--- src/rtl/pfb_pkg.sv ---
package pfb_pkg;
    localparam int PFB_ENTRIES = 8;
    localparam int LINE_BITS   = 128;
    localparam int WORD_BITS   = 32;
    localparam int LINE_AW     = 28;

    localparam int IDX_W  = $clog2(PFB_ENTRIES);
    localparam int WORDS  = LINE_BITS / WORD_BITS;
    localparam int WSEL_W = $clog2(WORDS);

    // DEAD: discarded while a fill was in flight; blocks reuse until that fill drains
    typedef enum logic [1:0] {
        ST_EMPTY = 2'd0,
        ST_PEND  = 2'd1,
        ST_READY = 2'd2,
        ST_DEAD  = 2'd3
    } slot_state_e;

    typedef struct packed {
        slot_state_e           st;
        logic [LINE_AW-1:0]    tag;
        logic [LINE_BITS-1:0]  line;
    } slot_t;

    function automatic logic is_live(slot_state_e s);
        return (s == ST_PEND) || (s == ST_READY);
    endfunction

    function automatic logic is_free(slot_state_e s);
        return (s == ST_EMPTY) || (s == ST_READY);
    endfunction

    function automatic logic [WORD_BITS-1:0] word_of(logic [LINE_BITS-1:0] ln,
                                                     logic [WSEL_W-1:0] sel);
        return ln[int'(sel)*WORD_BITS +: WORD_BITS];
    endfunction
endpackage

--- src/rtl/pfb_slot.sv ---
module pfb_slot
    import pfb_pkg::*;
(
    input  logic                 clk,
    input  logic                 rst,
    input  logic                 alloc,
    input  logic [LINE_AW-1:0]   alloc_tag,
    input  logic                 fill_we,
    input  logic [LINE_BITS-1:0] fill_line,
    input  logic                 kill,
    output slot_t                slot
);
    slot_t q, d;

    always_comb begin
        d = q;
        // returning fill first, then invalidation, then a new claim
        if (fill_we) begin
            if (q.st == ST_PEND) begin
                d.st   = ST_READY;
                d.line = fill_line;
            end else if (q.st == ST_DEAD) begin
                d.st = ST_EMPTY;
            end
        end
        if (kill) begin
            if (d.st == ST_PEND)       d.st = ST_DEAD;
            else if (d.st == ST_READY) d.st = ST_EMPTY;
        end
        if (alloc) begin
            d.st  = ST_PEND;
            d.tag = alloc_tag;
        end
    end

    always_ff @(posedge clk) begin
        if (rst) q <= '0;
        else     q <= d;
    end

    assign slot = q;
endmodule

--- src/rtl/pfb_alloc.sv ---
module pfb_alloc
    import pfb_pkg::*;
(
    input  logic                   clk,
    input  logic                   rst,
    input  logic                   want,
    input  logic                   restart,
    input  logic [PFB_ENTRIES-1:0] free_vec,
    output logic                   take,
    output logic [IDX_W-1:0]       ptr
);
    localparam logic [IDX_W-1:0] LAST = IDX_W'(PFB_ENTRIES - 1);

    assign take = want && !restart && free_vec[ptr];

    always_ff @(posedge clk) begin
        if (rst || restart)  ptr <= '0;
        else if (take)       ptr <= (ptr == LAST) ? '0 : ptr + IDX_W'(1);
    end
endmodule

--- src/rtl/pfb_lookup.sv ---
module pfb_lookup
    import pfb_pkg::*;
(
    input  logic                        ld_valid,
    input  logic [LINE_AW-1:0]          ld_tag,
    input  slot_t [PFB_ENTRIES-1:0]     slots,
    output logic                        hit,
    output logic                        stall,
    output logic [LINE_BITS-1:0]        line
);
    always_comb begin
        hit   = 1'b0;
        stall = 1'b0;
        line  = '0;
        for (int i = 0; i < PFB_ENTRIES; i++) begin
            if (slots[i].tag == ld_tag) begin
                if (slots[i].st == ST_READY) begin
                    hit  = hit | ld_valid;
                    line = line | slots[i].line;
                end
                if (slots[i].st == ST_PEND) stall = stall | ld_valid;
            end
        end
    end
endmodule

--- src/rtl/pfb_top.sv ---
module pfb_top
    import pfb_pkg::*;
(
    input  logic                 clk,
    input  logic                 rst,
    input  logic                 pf_valid,
    input  logic [LINE_AW-1:0]   pf_tag,
    input  logic                 pf_in_cache,
    output logic                 req_valid,
    output logic [LINE_AW-1:0]   req_tag,
    output logic [IDX_W-1:0]     req_slot,
    input  logic                 fill_valid,
    input  logic [IDX_W-1:0]     fill_slot,
    input  logic [LINE_BITS-1:0] fill_line,
    input  logic                 ld_valid,
    input  logic [LINE_AW-1:0]   ld_tag,
    input  logic [WSEL_W-1:0]    ld_word,
    output logic                 ld_stall,
    output logic                 ld_hit,
    output logic [WORD_BITS-1:0] ld_data,
    input  logic                 blk_end,
    input  logic                 snoop_valid,
    input  logic [LINE_AW-1:0]   snoop_tag
);
    slot_t [PFB_ENTRIES-1:0] slots;
    logic  [PFB_ENTRIES-1:0] free_vec, dup_vec, kill_vec, alloc_vec, fill_vec;
    logic                    want, take;
    logic [IDX_W-1:0]        ptr;
    logic                    lk_hit, lk_stall;
    logic [LINE_BITS-1:0]    lk_line;

    for (genvar g = 0; g < PFB_ENTRIES; g++) begin : g_slot
        assign dup_vec[g]   = is_live(slots[g].st) && (slots[g].tag == pf_tag);
        assign free_vec[g]  = is_free(slots[g].st);
        assign kill_vec[g]  = blk_end ||
                              (snoop_valid && is_live(slots[g].st) && (slots[g].tag == snoop_tag));
        assign alloc_vec[g] = take && (ptr == IDX_W'(g));
        assign fill_vec[g]  = fill_valid && (fill_slot == IDX_W'(g));

        pfb_slot u_slot (
            .clk       (clk),
            .rst       (rst),
            .alloc     (alloc_vec[g]),
            .alloc_tag (pf_tag),
            .fill_we   (fill_vec[g]),
            .fill_line (fill_line),
            .kill      (kill_vec[g]),
            .slot      (slots[g])
        );
    end

    assign want = pf_valid && !pf_in_cache && !(|dup_vec);

    pfb_alloc u_alloc (
        .clk      (clk),
        .rst      (rst),
        .want     (want),
        .restart  (blk_end),
        .free_vec (free_vec),
        .take     (take),
        .ptr      (ptr)
    );

    pfb_lookup u_lookup (
        .ld_valid (ld_valid),
        .ld_tag   (ld_tag),
        .slots    (slots),
        .hit      (lk_hit),
        .stall    (lk_stall),
        .line     (lk_line)
    );

    assign ld_stall = lk_stall;

    always_ff @(posedge clk) begin
        if (rst) begin
            req_valid <= 1'b0;
            req_tag   <= '0;
            req_slot  <= '0;
            ld_hit    <= 1'b0;
            ld_data   <= '0;
        end else begin
            req_valid <= take;
            req_tag   <= pf_tag;
            req_slot  <= ptr;
            ld_hit    <= lk_hit;
            ld_data   <= word_of(lk_line, ld_word);
        end
    end
endmodule

--- config.mk ---
export PLATFORM = sky130hd
export DESIGN_NAME = pfb_top
export DESIGN_NICKNAME = d
export VERILOG_FILES = /design/src/rtl/pfb_pkg.sv /design/src/rtl/pfb_slot.sv /design/src/rtl/pfb_alloc.sv /design/src/rtl/pfb_lookup.sv /design/src/rtl/pfb_top.sv
export SDC_FILE = /design/constraint.sdc
export NUM_CORES = 2
export LEC_CHECK = 0
export BUFFER_PORTS_ARGS = -buffer_cell sky130_fd_sc_hd__buf_2
export CAP_MARGIN = 20
export CORE_ASPECT_RATIO = 0.8
export CORE_MARGIN = 2
export CORE_UTILIZATION = 40
export CTS_BUF_LIST = sky130_fd_sc_hd__clkbuf_8
export CTS_CLUSTER_SIZE = 10
export DETAILED_ROUTE_END_ITERATION = 8
export PLACE_DENSITY = 0.63
export SYNTH_ARGS = -nofsm -noshare
export SYNTH_HDL_FRONTEND = slang
export SYNTH_SLANG_ARGS = --single-unit
--- constraint.sdc ---
create_clock -name clk -period 3.1 [get_ports clk]
set_clock_uncertainty 0.1 [all_clocks]
set_input_delay 0.155 -clock clk [delete_from_list [all_inputs] [get_ports clk]]
set_output_delay 0.155 -clock clk [all_outputs]
set_load 0.01 [all_outputs]
==> results.json <==
{
  "run_status": "finished, violations left",
  "violations": "negative setup slack",
  "mostFrequentLayoutCells": "nand2_1, dfxtp_1, a21oi_1",
  "dieWidth_um": 441,
  "synth_nets": 7789,
  "hold_class": "primary input to flop",
  "fin_crit_sh": 1.16,
  "synth_area_mm2": 0.0610,
  "ys_warn_count": 0,
  "grt_pass1_wl_um": 389000,
  "reg2regPathDepth": 12,
  "cts_tree": "built",
  "slew_viol_final": 0,
  "synthCells": 7534,
  "yosysSeqAreaShare": 0.437,
  "clock.fmax_ghz": 0.278,
  "required_ns": 2.84,
  "worst_slew_pin_slew_ns": 1.44,
  "r2r_start": "g_slot[2].u_slot.slot[134]$_SDFFE_PP0P_",
  "drive_gt1_frac": 0.165,
  "utilization": 0.501,
  "num_io_pins": 291,
  "avgSynthCellArea_um2": 8.10,
  "postRouteWirelength_um": 270000,
  "antenna_found_initial": 28,
  "register_area_mm2": 0.0267,
  "die_h_um": 353,
  "clock_latency_ns": 0.97,
  "crit_fanout": 3,
  "grt_util_all_layers": 0.334,
  "final_common_cell": "nand2_1",
  "portBuffers": 290,
  "whs_endpoint": "g_slot[0].u_slot.slot[0]$_SDFFE_PP0P_",
  "synth_edf_count": 0,
  "wire_per_inst_um": 25.9,
  "cts_max_level": 4,
  "pre_cts_ws_ns": -0.925,
  "synth_top_cell_by_area": "dfxtp_1",
  "synth.distinct_cells": 46,
  "final_net_count": 8486,
  "overflow": 0,
  "max_slew_margin": 0.0403,
  "comb_power_share": 0.084,
  "hp-start": "fill_line[0]",
  "setup-tns-final_ns": -0.524,
  "core_area_mm2": 0.152,
  "drt_iter0_drc": 8952,
  "multiInputGateArea_mm2": 0.0307,
  "setup_viol": 3,
  "cts_sinks": 1332,
  "dp.cells": 9698,
  "fin_crit_ns": 3.60,
  "drc_errors": 0,
  "hold_depth": 4,
  "whs_ns": 0.0645,
  "fp-row-count": 128,
  "maxCapViolCount": 0,
  "fp.dieArea_mm2": 0.156,
  "cts_buffers": 217,
  "place_congestion": 1.01,
  "p_per_area_mw_per_mm2": 474,
  "clk_root_buffer_cell": "clkbuf_8",
  "p_leak_nw": 27.4,
  "ys_ff_latch": 1332,
  "clock_power_share": 0.438,
  "ant_nets": 0,
  "critPathArrivalTime_ns": 3.34,
  "grt_max_degree": 244,
  "dp_hpwl_um": 177000,
  "rsz0062_at_grt": "true",
  "timing.rr.end": "ld_data[19]$_SDFF_PP0_",
  "clk_pin_slew_ns": 0.07,
  "final_cells": 10400,
  "r2r_setup_slack_ns": -0.01,
  "power.internal_mw": 26.5,
  "cp-startpoint": "g_slot[3].u_slot.slot[130]$_SDFFE_PP0P_",
  "crit_path_start_kind": "flop",
  "async_flop_share": 0,
  "sequentialPowerShare": 0.478,
  "final_hold_viol_count": 0,
  "synth-main-ff-cell": "dfxtp_1",
  "grt_pass1_vias": 56900,
  "peakVddDrop_mv": 0.399,
  "power.switching_mw": 9.54,
  "start_util": 0.402,
  "syn_to_final_growth_pct": 24.8,
  "setup_slack_ns": -0.500,
  "crit_path_end_kind": "output port",
  "fillers": 14400,
  "synth.area.top_cells": "dfxtp_1, nand2_1, a21oi_1",
  "setup.worst_path.class": "flop to output port",
  "dr.pass1.iters": 9,
  "swShare": 0.264,
  "yosys.area.top_type_share": 0.437,
  "vias": 60700,
  "cts_max_path_buffers": 3,
  "viasPerCell": 5.82
}
[state kept, by name, summed over array words and instances, names as in the netlist]
name	flops
g_slot.u_slot.slot	1264
ld_hit	1
req_valid	1
req_slot	3
ld_data	32
req_tag	28
u_alloc.ptr	3
[worst max-delay path by stage]
stage                                               to  depth (start not counted)
2_1_floorplan  g_slot[4].u_slot.slot[146]$_SDFFE_PP0P_                         11
3_3_place_gp                    ld_data[19]$_SDFF_PP0_                         13
3_5_place_dp                    ld_data[19]$_SDFF_PP0_                         12
4_1_cts                                       ld_stall                         10
5_1_grt                                       ld_stall                         10
6_report                                      ld_stall                         10
[final cells by class]
type	instances	area share
multi-input cells	5377	0.404
flip-flops and latches	1332	0.351
repair buffers	1249	0.150
clock buffers	281	0.0508
well taps	2015	0.0331
clock inverters	115	0.00755
inverters	54	0.00266
diodes	12	0.000395
[power by group through the flow]
stage               combinational [mW]  clock (mW)  sequential [mW]
floorplan                         1.38           0             17.6
global placement                  2.53           0             17.6
detailed placement                2.53           0             17.6
CTS                               2.90        15.9             17.2
global route                      3.10        16.7             17.2
finish                            3.03        15.8             17.2
[metal layers]
layer | GRT usage | routed length [um] | up-vias | part of all wire
li1 | - | - | 26900 | -
met1 | 0.472 | 111000 | 29300 | 0.41
met2 | 0.477 | 111000 | 3806 | 0.41
met3 | 0.0830 | 34600 | 717 | 0.13
met4 | 0.144 | 12400 | 24 | 0.046
met5 | 0 | 160 | - | 0.00059
[cells in the mapped netlist, types with 2 or more instances]
library cell / n
nand2_1: 2082
dfxtp_1: 1332
a21oi_1: 1194
xnor2_1: 489
clkbuf_1: 439
mux2i_1: 226
buf_4: 204
nor2_1: 201
xor2_1: 183
a22oi_1: 178
a222oi_1: 127
nand4_1: 125
buf_2: 114
nand2b_1: 91
nor4_1: 77
nand3_1: 76
a22o_1: 69
and3_1: 60
inv_1: 52
a221oi_1: 40
ha_1: 30
a211o_1: 27
and4_1: 18
nor3_1: 15
o21ai_0: 12
and2_1: 9
a31oi_1: 8
a41oi_1: 8
buf_6: 8
buf_1: 6
nor4_2: 6
a211oi_1: 5
a21o_1: 3
o2bb2ai_1: 3
or2_2: 3
a41o_1: 2
nand2_2: 2
nand4_4: 2
[cell families after synthesis]
| logic type | count (synthesis) | share of synthesized area |
|---|---|---|
| AO/OA/AOI/OAI | 1679 | 0.165 |
| XOR/XNOR | 672 | 0.0965 |
| flip-flops | 1332 | 0.437 |
| buffers and inverters | 825 | 0.0666 |
| AND/OR/NAND/NOR | 2769 | 0.191 |
| multiplexers | 227 | 0.0375 |
| adder cells (fa/ha/maj) | 30 | 0.00615 |
[repair_timing]
item,in CTS,in global routing
hold buffers,302,0
setup buffers,7,17
gates cloned,2,1
hold endpoints to repair,1314,0
setup endpoints to repair,173,87
pin swaps,17,13
resized for setup,58,36
[per-stage QoR]
stage	total power [mW]	area (um^2)
3_3_place_gp	20.2	67900
2_1_floorplan	19.0	61000
6_report	36.1	76100
5_1_grt	37.0	76100
3_5_place_dp	20.2	67900
4_1_cts	36.0	75700
[worst max-delay path, cell delays in order (launching register included)]
cell and delay (ns):
dfxtp_2 0.33, xnor2_2 0.14, nand4_1 0.16, nor4_4 0.40, buf_4 0.19, nand4_1 0.16, nand2_2 0.14, a41o_1 0.15
a41o_1 0.16, o41a_1 0.34, buf_2 0.20
(Power assumes the default switching activity.)
